### src/rtl/dbr_pkg.sv
package dbr_pkg;

  typedef enum logic {
    DBR_DELAYED = 1'b0,
    DBR_PNT     = 1'b1
  } dbr_mode_e;

endpackage

### src/rtl/dbr_zero_test.sv
module dbr_zero_test #(
  parameter int XLEN = 32
) (
  input  logic [XLEN-1:0] opnd,
  input  logic            on_nz,
  output logic            taken
);
  logic is_zero;

  always_comb begin
    is_zero = (opnd == '0);
    taken   = on_nz ? !is_zero : is_zero;
  end
endmodule

### src/rtl/dbr_target_add.sv
module dbr_target_add #(
  parameter int XLEN = 32
) (
  input  logic [XLEN-1:0] base,
  input  logic [XLEN-1:0] word_ofs,
  output logic [XLEN-1:0] target
);
  logic [XLEN-1:0] byte_ofs;

  always_comb begin
    byte_ofs = {word_ofs[XLEN-3:0], 2'b00};
    target   = base + byte_ofs;
  end
endmodule

### src/rtl/dbr_squash_policy.sv
module dbr_squash_policy #(
  parameter dbr_pkg::dbr_mode_e MODE = dbr_pkg::DBR_DELAYED
) (
  input  logic resolve,
  input  logic taken,
  input  logic cancel,
  input  logic pred,
  output logic squash
);
  logic sq_delayed;
  logic sq_pnt;

  always_comb begin
    sq_delayed = resolve && cancel && (taken != pred);
    sq_pnt     = resolve && taken;
    squash     = (MODE == dbr_pkg::DBR_PNT) ? sq_pnt : sq_delayed;
  end
endmodule

### src/rtl/dbr_slot_reg.sv
module dbr_slot_reg #(
  parameter int CTRL_W = 8
) (
  input  logic              clk,
  input  logic              rst_n,
  input  logic              squash,
  input  logic              hold,
  input  logic [CTRL_W-1:0] ctrl_in,
  output logic [CTRL_W-1:0] ctrl_q
);
  logic [CTRL_W-1:0] ctrl_d;
  logic              ctrl_en;

  always_comb begin
    ctrl_en = squash || !hold;
    ctrl_d  = squash ? '0 : ctrl_in;
  end

  always_ff @(posedge clk or negedge rst_n) begin
    if (!rst_n) begin
      ctrl_q <= '0;
    end else if (ctrl_en) begin
      ctrl_q <= ctrl_d;
    end
  end
endmodule

### src/rtl/dbr_unit.sv
module dbr_unit #(
  parameter int                 XLEN   = 32,
  parameter int                 CTRL_W = 8,
  parameter dbr_pkg::dbr_mode_e MODE   = dbr_pkg::DBR_DELAYED
) (
  input  logic              clk,
  input  logic              rst_n,
  input  logic              br_valid,
  input  logic              br_on_nz,
  input  logic              br_cancel,
  input  logic              pred_taken,
  input  logic              opnd_ready,
  input  logic [XLEN-1:0]   opnd,
  input  logic [XLEN-1:0]   pc_plus4,
  input  logic [XLEN-1:0]   br_ofs,
  input  logic [CTRL_W-1:0] if_ctrl,
  output logic              pc_sel,
  output logic [XLEN-1:0]   br_target,
  output logic              squash,
  output logic              hold,
  output logic [CTRL_W-1:0] id_ctrl
);
  logic cond_taken;
  logic resolve;

  always_comb begin
    resolve = br_valid && opnd_ready;
    hold    = br_valid && !opnd_ready;
    pc_sel  = resolve && cond_taken;
  end

  dbr_zero_test #(.XLEN(XLEN)) u_zero (
    .opnd  (opnd),
    .on_nz (br_on_nz),
    .taken (cond_taken)
  );

  dbr_target_add #(.XLEN(XLEN)) u_tgt (
    .base     (pc_plus4),
    .word_ofs (br_ofs),
    .target   (br_target)
  );

  dbr_squash_policy #(.MODE(MODE)) u_pol (
    .resolve (resolve),
    .taken   (cond_taken),
    .cancel  (br_cancel),
    .pred    (pred_taken),
    .squash  (squash)
  );

  dbr_slot_reg #(.CTRL_W(CTRL_W)) u_slot (
    .clk     (clk),
    .rst_n   (rst_n),
    .squash  (squash),
    .hold    (hold),
    .ctrl_in (if_ctrl),
    .ctrl_q  (id_ctrl)
  );
endmodule

### config.mk
export PLATFORM = sky130hd
export DESIGN_NAME = dbr_unit
export DESIGN_NICKNAME = d
export VERILOG_FILES = /design/src/rtl/dbr_pkg.sv /design/src/rtl/dbr_zero_test.sv /design/src/rtl/dbr_target_add.sv /design/src/rtl/dbr_squash_policy.sv /design/src/rtl/dbr_slot_reg.sv /design/src/rtl/dbr_unit.sv
export SDC_FILE = /design/constraint.sdc
export NUM_CORES = 1
export LEC_CHECK = 0
export BUFFER_PORTS_ARGS = -buffer_cell sky130_fd_sc_hd__buf_2
export CAP_MARGIN = 5
export CORE_MARGIN = 1.5
export CORE_UTILIZATION = 46
export CTS_CLUSTER_SIZE = 40
export DETAILED_ROUTE_END_ITERATION = 7
export HOLD_SLACK_MARGIN = 0.05
export PLACE_DENSITY_LB_ADDON = 0.25
export SLEW_MARGIN = 25
export SYNTH_ARGS = -nofsm -noshare
export SYNTH_HDL_FRONTEND = slang
export SYNTH_HIERARCHICAL = 1
export SYNTH_SLANG_ARGS = --single-unit
export TNS_END_PERCENT = 10
### constraint.sdc
create_clock -name clk -period 7.1 [get_ports clk]
set_input_delay 0.71 -clock clk [delete_from_list [all_inputs] [get_ports clk]]
set_output_delay 0.71 -clock clk [all_outputs]
set_load 0.005 [all_outputs]
==> results by group, run 1 <==
Synth
  • Post-Synth Adder-Cell Area: 17.33%
  • Post-synthesis simple-gate area fraction: 20.50%
  • #FFs+latches synth: 8
  • Syn Inst Count: 280
  • Most frequent cell after synthesis: ha_1
  • Sequential share of the synthesized area: 9.060%
  • Post-Syn Area: 2210 um2
  • Syn avg cell area: 7.891 um2
  • Post-synth EDFFs: 0
  • Post-synth top cells: 29 x ha_1, 24 x nor2_1, 23 x a21oi_1, 19 x nand2_1, 19 x xnor2_1
  • Ys flop type: dfrtp_1
  • Count of different cell masters after synthesis: 60
  • Mux share of post-synthesis cell area: 3.624%
  • Synth Area in XOR/XNOR: 11.49%
  • YS warnings: 6
  • Synth area leader: ha_1
  • Synth top area share: 16.42%
  • Largest family of logic cells by synthesized area: compound AO/OA/AOI/OAI gates
  • Synth async-reset ratio: 100.0%
  • Compound-Gate Fraction of Synth Area: 31.71%
  • Synth Net Count: 421
  • Synth area leaders: ha_1 16%, dfrtp_1 9.1%, xnor2_1 7.5%

Worst setup path
  • Critical path's most frequent cell: buf_2
  • CP Class: input port to output port
  • Crit. End Element: output port
  • Critical Path Source: pc_plus4[2]
  • WP buf/inv: 3
  • Worst setup SP type: input port
  • CP delay by family, top: compound AO/OA/AOI/OAI gates
  • Largest stage delay, worst path: 400 ps
  • Worst EP required: 6390 ps
  • Worst r2r src: u_slot/ctrl_q[3]
  • Slowest cell on crit path: fa_1
  • Crit-path cells: buf_2 > ha_1 > inv_1 > fa_1 > nor2b_1 > o2111ai_1 > and3_4 > o311ai_4 > a31oi_1 > o21ai_1 > xor2_1 > buf_2
  • Crit path DAT: 3030 ps
  • Worst r2r path cells: 2
  • Levels on crit path: 12
  • Worst Path Max Fanout: 4

Clocking
  • CTS tree: built
  • Post-CTS Hold Buffers: 0
  • H-tree depth: 1
  • Root Driver: clkbuf_8
  • Clock Pin Slew Worst Setup and Hold Paths: 40 ps
  • Max Buffers Root-to-Sink: 2
  • PostCTS Resize Cnt: 0
  • Setup Buffers After CTS: 0
  • TritonCTS Sinks: 8
  • CTS Buf Count: 3
  • Clk Latency, worst-skew pair: 230 ps

Power and ir drop
  • PwrDens: 120.2 nW/um2
  • Leakage power: 1.541 nW
  • Peak VDD IR: 0.00005630 V

Routing
  • Vias/cell: 5.457
  • Post-route ant nets: 0
  • 1st-iter DRT viols: 107
  • DR vias: 2554
  • Drt wl/cell: 12.78 um
  • 1st-pass router iterations: 4
  • WL final: 5983 um
  • Post-route DRC: 0

Placement
  • Hpwl dp: 5127 um
  • Placement Setup Slack: 3386 ps
  • Final Wtd Congestion: 0.8453
  • Port buffer count: 147
  • Placed Cells incl. Taps: 465

Timing
  • Period utilization: 52.62%
  • Fmax: 267.6 MHz
  • Measured slew at the worst slew-check pin: 353.1 ps
  • # setup viols final: 0
  • Setup TNS: 0 ps
  • Clock Skew: 0 ps
  • RSZ-0062 raised after global routing: false
  • Min Tclk post-route: 3736 ps
  • Final Hold Vio Count: 0
  • Slew HR: 75.85%
  • Final Max Tran Viols: 0
  • Final worst-path setup slack: 3364 ps

Job
  • Max cap viols: 0

GRT
  • Initial antenna violation count: 0
  • Largest net degree at the start of global routing: 10
  • First-pass GRT wire length: 9232 um
  • Vias in the first global route: 2213
  • Global route overflow: 0
  • Total track usage: 21.19%

Floorplan
  • Die height: 72.31 um
  • Die area: 5228 um2
  • IO Count: 154
  • Starting Density: 47.41%
  • Row Count: 25
  • Die width: 72.31 um
  • CORE AREA: 4661 um2

Cells and area
  • Max reg flops: 8
  • Layout net count: 557
  • Biggest register: u_slot/ctrl_q
  • Register area: 200.2 um2
  • Layout cells sized above 1: 41.55%
  • Area grow syn2layout: 33.98%
  • Final Non-Filler Cells: 468
  • Multi-input gate area: 1871 um2
  • Fillcell total: 413
  • Diode count: 0
  • Largest registers: u_slot/ctrl_q: 8 flops
  • Post-layout util: 63.52%

Worst hold path
  • HP Class: input port to asynchronous set/reset pin

Status
  • Outcome: finished, final reports clean
-- per-stage QoR --
step | hold WS, ps | area, um2 | total power [mW]
after global placement | 499.4 | 2919 | 0.2982
final | 314.2 | 2960 | 0.3558
after global routing | 325.8 | 2960 | 0.3847
after detailed placement | 507.9 | 2919 | 0.3020
after floorplan | 414.4 | 2210 | 0.2112
after CTS | 310.1 | 2960 | 0.3584
-- cell usage in the layout, fill, tap and decap left out, types with 3 or more instances in the layout --
master	instances
a21o_1	15
a21oi_1	23
a31oi_1	4
buf_2	147
clkbuf_8	3
dfrtp_1	8
ha_1	29
inv_1	12
mux2i_1	8
nand2_1	19
nand3_1	7
nand4_1	8
nor2_1	24
nor2b_1	3
nor3_1	6
nor4_1	7
o21a_1	3
o21ai_0	10
o21ai_1	4
o21bai_1	4
xnor2_1	19
xor2_1	10
-- routing by layer --
| layer | GRT usage, % | routed length (um) |
|---|---|---|
| met1 | 28.76 | 2706 |
| met2 | 37.45 | 2922 |
| met3 | 0.8333 | 319 |
| met4 | 4.403 | 36 |
| met5 | 0 | 0 |
-- final cells by class --
cell class / count / area share (%)
flip-flops and latches: 8 / 6.762
repair buffers: 147 / 24.85
clock buffers: 3 / 1.395
multi-input cells: 244 / 63.19
well taps: 54 / 2.282
inverters: 12 / 1.522
-- cell families after synthesis --
family	after synthesis
AO/OA/AOI/OAI	89
AND/OR/NAND/NOR	88
adder cells (fa/ha/maj)	30
XOR/XNOR	29
buffers and inverters	28
multiplexers	8
flip-flops	8
-- path summary, 6_finish.rpt --
check / endpoint / slack [ps]
hold / removal: u_slot/ctrl_q[0] / 310
hold reg to reg: u_slot/ctrl_q[5] / 510
setup / recovery: br_target[28] / 3360
max in group asynchronous: u_slot/ctrl_q[6] / 6620
min in group clk: u_slot/ctrl_q[5] / 510
setup reg to reg: u_slot/ctrl_q[3] / 6340
-- report_power, final --
part           internal [mW]  switching (mW)
sequential            0.0503         0.00200
combinational          0.121           0.128
clock                 0.0366          0.0172
total                  0.208           0.148
(Power assumes the default switching activity.)
==> run 2: changes to the inputs <==
--- a/config.mk
+++ b/config.mk
@@ -5,6 +5,7 @@
 export SDC_FILE = /design/constraint.sdc
 export NUM_CORES = 1
 export LEC_CHECK = 0
+export ABC_AREA = 1
 export BUFFER_PORTS_ARGS = -buffer_cell sky130_fd_sc_hd__buf_2
 export CAP_MARGIN = 5
 export CORE_MARGIN = 1.5
==> constraint.sdc (replaced) <==
create_clock -name clk -period 3.6 [get_ports clk]
set_input_delay 0.36 -clock clk [delete_from_list [all_inputs] [get_ports clk]]
set_output_delay 0.36 -clock clk [all_outputs]
set_load 0.005 [all_outputs]
==> run 2 against run 1 <==
Clock-buffer cell count is the same. Global-route usage up 2.7 points. Via count increased by 39%. Critical path depth increased by 2. Largest power group unchanged. Clock power up 93%. Total power grew 110%. Final cell count increased by 61%.
==> results by group, run 2 <==
Cells and area
  • Most common cell after layout, fill and taps aside: nand2_1 (was buf_2)
  • Diode count: 0 (unchanged)
  • Fillcell total: 606 (was 413)
  • Largest registers: u_slot/ctrl_q: 8 flops (unchanged)
  • Commonest cells after routing, fill and taps aside: 220 x nand2_1, 147 x buf_2, 97 x inv_1 (was 147 x buf_2, 29 x ha_1, 24 x nor2_1)
  • Finished Cell Area: 3618 um2 (was 2960 um2)
  • Biggest register: u_slot/ctrl_q (unchanged)
  • Area grow syn2layout: 31.10% (was 33.98%)
  • Post-layout util: 61.85% (was 63.52%)
  • Max reg flops: 8 (unchanged)
  • Layout net count: 821 (was 557)
  • Register area: 200.2 um2 (unchanged)
  • Multi-input gate area: 2162 um2 (was 1871 um2)
  • Layout cells sized above 1: 27.29% (was 41.55%)

Clocking
  • PostCTS Resize Cnt: 0 (unchanged)
  • CTS Buf Count: 3 (unchanged)
  • Max Buffers Root-to-Sink: 2 (unchanged)
  • Setup Buffers After CTS: 0 (unchanged)
  • Root Driver: clkbuf_8 (unchanged)
  • Clock Pin Slew Worst Setup and Hold Paths: 40 ps (about the same)
  • CTS tree: built (unchanged)
  • H-tree depth: 1 (unchanged)
  • Clk Latency, worst-skew pair: 220 ps (was 230 ps)
  • TritonCTS Sinks: 8 (unchanged)

Worst setup path
  • Largest stage delay, worst path: 410 ps (was 400 ps)
  • Slowest cell on crit path: fa_1 (unchanged)
  • Crit-path cells: buf_2 > ha_1 > inv_1 > fa_1 > inv_1 > nand3_1 > nand3_1 > nand3_1 > nand3_2 > nand2_1 > nand2_1 > nand2_1 > nand2_1 > buf_2 (was buf_2 > ha_1 > inv_1 > fa_1 > nor2b_1 > o2111ai_1 > and3_4 > o311ai_4 > a31oi_1 > o21ai_1 > xor2_1 > buf_2)
  • Crit. End Element: output port (unchanged)
  • R2R Setup Slk: 2970 ps (was 6340 ps)
  • Critical path's most frequent cell: nand2_1 (was buf_2)
  • CP Class: input port to output port (unchanged)
  • Crit path DAT: 2070 ps (was 3030 ps)
  • CP delay by family, top: simple AND/OR/NAND/NOR gates (was compound AO/OA/AOI/OAI gates)
  • WP buf/inv: 4 (was 3)
  • Worst setup SP type: input port (unchanged)
  • Worst EP required: 3240 ps (was 6390 ps)
  • Worst Path Max Fanout: 4 (unchanged)

Power and ir drop
  • PwrDens: 202.2 nW/um2 (was 120.2 nW/um2)
  • Overall power: 0.7318 mW (was 0.3558 mW)
  • Leakage power: 2.404 nW (was 1.541 nW)
  • Peak VDD IR: 0.0001662 V (was 0.00005630 V)

Placement
  • Hpwl dp: 6932 um (was 5127 um)
  • Port buffer count: 147 (unchanged)
  • Placement Setup Slack: 1191 ps (was 3386 ps)
  • Dpl cell area: 3567 um2 (was 2919 um2)
  • Final Wtd Congestion: 0.9526 (was 0.8453)

Timing
  • # setup viols final: 0 (unchanged)
  • Measured slew at the worst slew-check pin: 900.5 ps (was 353.1 ps)
  • RSZ-0062 raised after global routing: false (unchanged)
  • Final Hold Vio Count: 0 (unchanged)
  • Slew HR: 39.75% (was 75.85%)
  • Final worst-path setup slack: 1174 ps (was 3364 ps)
  • Final Max Tran Viols: 0 (unchanged)
  • Setup TNS: 0 ps (unchanged)
  • Min Tclk post-route: 2426 ps
  • Clock Skew: 0 ps (unchanged)
  • Fmax: 412.3 MHz
  • Period utilization: 67.38%

Floorplan
  • IO Count: 154 (unchanged)
  • Starting Density: 47.18% (was 47.41%)
  • Die height: 80.46 um (was 72.31 um)
  • Die area: 6474 um2 (was 5228 um2)
  • Die width: 80.46 um (was 72.31 um)
  • CORE AREA: 5851 um2 (was 4661 um2)
  • Row Count: 28 (was 25)

Routing
  • Post-route ant nets: 0 (unchanged)
  • 1st-iter DRT viols: 132 (was 107)
  • 1st-pass router iterations: 5 (was 4)
  • DR vias: 3546 (was 2554)
  • WL final: 7782 um (was 5983 um)
  • Vias/cell: 4.709 (was 5.457)
  • Drt wl/cell: 10.33 um (was 12.78 um)
  • Post-route DRC: 0 (unchanged)

Job
  • Max cap viols: 0 (unchanged)

Synth
  • YS warnings: 6 (unchanged)
  • Count of different cell masters after synthesis: 25 (was 60)
  • Post-synth top cells: 220 x nand2_1, 97 x inv_1, 58 x nor2_1, 32 x nand3_1, 29 x ha_1 (was 29 x ha_1, 24 x nor2_1, 23 x a21oi_1, 19 x nand2_1, 19 x xnor2_1)
  • Ys flop type: dfrtp_1 (unchanged)
  • Post-Syn Area: 2760 um2 (was 2210 um2)
  • Synth area leader: nand2_1 (was ha_1)
  • Synth async-reset ratio: 100.0% (unchanged)
  • Syn Inst Count: 530 (was 280)
  • Synth area leaders: nand2_1 30%, inv_1 13%, ha_1 13% (was ha_1 16%, dfrtp_1 9.1%, xnor2_1 7.5%)
  • #FFs+latches synth: 8 (unchanged)
  • Most frequent cell after synthesis: nand2_1 (was ha_1)
  • Sequential share of the synthesized area: 7.253% (was 9.060%)
  • Synth Net Count: 671 (was 421)
  • Post-synth EDFFs: 0 (unchanged)
  • Syn avg cell area: 5.208 um2 (was 7.891 um2)
  • Synth top area share: 29.92% (was 16.42%)

GRT
  • Initial antenna violation count: 0 (unchanged)
  • Largest net degree at the start of global routing: 11 (was 10)
  • First-pass GRT wire length: 12720 um (was 9232 um)
  • Global route overflow: 0 (unchanged)
  • Total track usage: 23.90% (was 21.19%)
  • Vias in the first global route: 3098 (was 2213)

Worst hold path
  • HP Class: input port to flip-flop (was input port to asynchronous set/reset pin)

Status
  • Outcome: finished, final reports clean (unchanged)
run 2: cell types whose count changed after synthesis, sizes merged, moves of 14 or more:
cell,before,now
o21ai,17,2
xnor2,19,2
nand3,8,37
inv,12,100
a21o,15,1
nor2,25,68
nand2,19,231
run 2: through the flow:
stage          hold slack [ps]  instances
6_report                 334.9        753
5_1_grt                  336.3        753
4_1_cts                  331.1        753
3_5_place_dp             209.4        749
3_3_place_gp             206.1        749
2_1_floorplan            64.41        530
run 2: final timing paths:
| check | startpoint | endpoint | cells after the start |
|---|---|---|---|
| max in group asynchronous | rst_n | u_slot/ctrl_q[6] | 2 |
| setup reg to reg | u_slot/ctrl_q[7] | u_slot/ctrl_q[7] | 2 |
| hold reg to reg | u_slot/ctrl_q[5] | u_slot/ctrl_q[5] | 2 |
| hold / removal | if_ctrl[0] | u_slot/ctrl_q[0] | 3 |
| setup / recovery | pc_plus4[2] | br_target[30] | 14 |
| min in group asynchronous | rst_n | u_slot/ctrl_q[0] | 2 |
run 2: per-layer routing:
| layer | part of all wire [%] | global-route usage [%] | wire [um] | up-vias |
|---|---|---|---|---|
| li1 | - | - | - | 1905 |
| met1 | 44 | 30.88 | 3450 | 1515 |
| met2 | 48 | 42.52 | 3747 | 118 |
| met3 | 5.8 | 1.932 | 454 | 8 |
| met4 | 1.7 | 5.690 | 130 | 0 |
| met5 | 0 | 0 | 0 | - |
run 2: kinds of logic (layout without fill, tap and decap cells):
family,count (synthesis),count (layout),synth area share (%)
xor+xnor,14,14,4.443
fa+ha+maj,30,30,13.87
simple gates,344,344,53.26
compound gates,31,31,6.754
buf+inv,103,251,14.42
flops,8,8,7.253
run 2: worst min-delay path: stages:
cell     delay [ps]
buf_2            70
nand2_1          40
nand2_1          50
run 2: layout make-up:
class	count	area share (%)
Clock buffer	3	1.141
Inverter	100	10.37
Multi-Input combinational cell	419	59.75
Sequential cell	8	5.533
Tap cell	75	2.593
Timing Repair Buffer	148	20.61
run 2: power by group:
part | internal, mW | switching (mW) | total [mW]
registers | 0.0987 | 0.00396 | 0.103
clock network | 0.0721 | 0.0318 | 0.104
logic | 0.225 | 0.300 | 0.525
total | 0.396 | 0.336 | 0.732
run 2: repair_timing:
action                                  in CTS  in global routing
hold buffers                                 1                  0
endpoints found under the hold margin        8                  0
endpoints found under the setup margin       0                  0
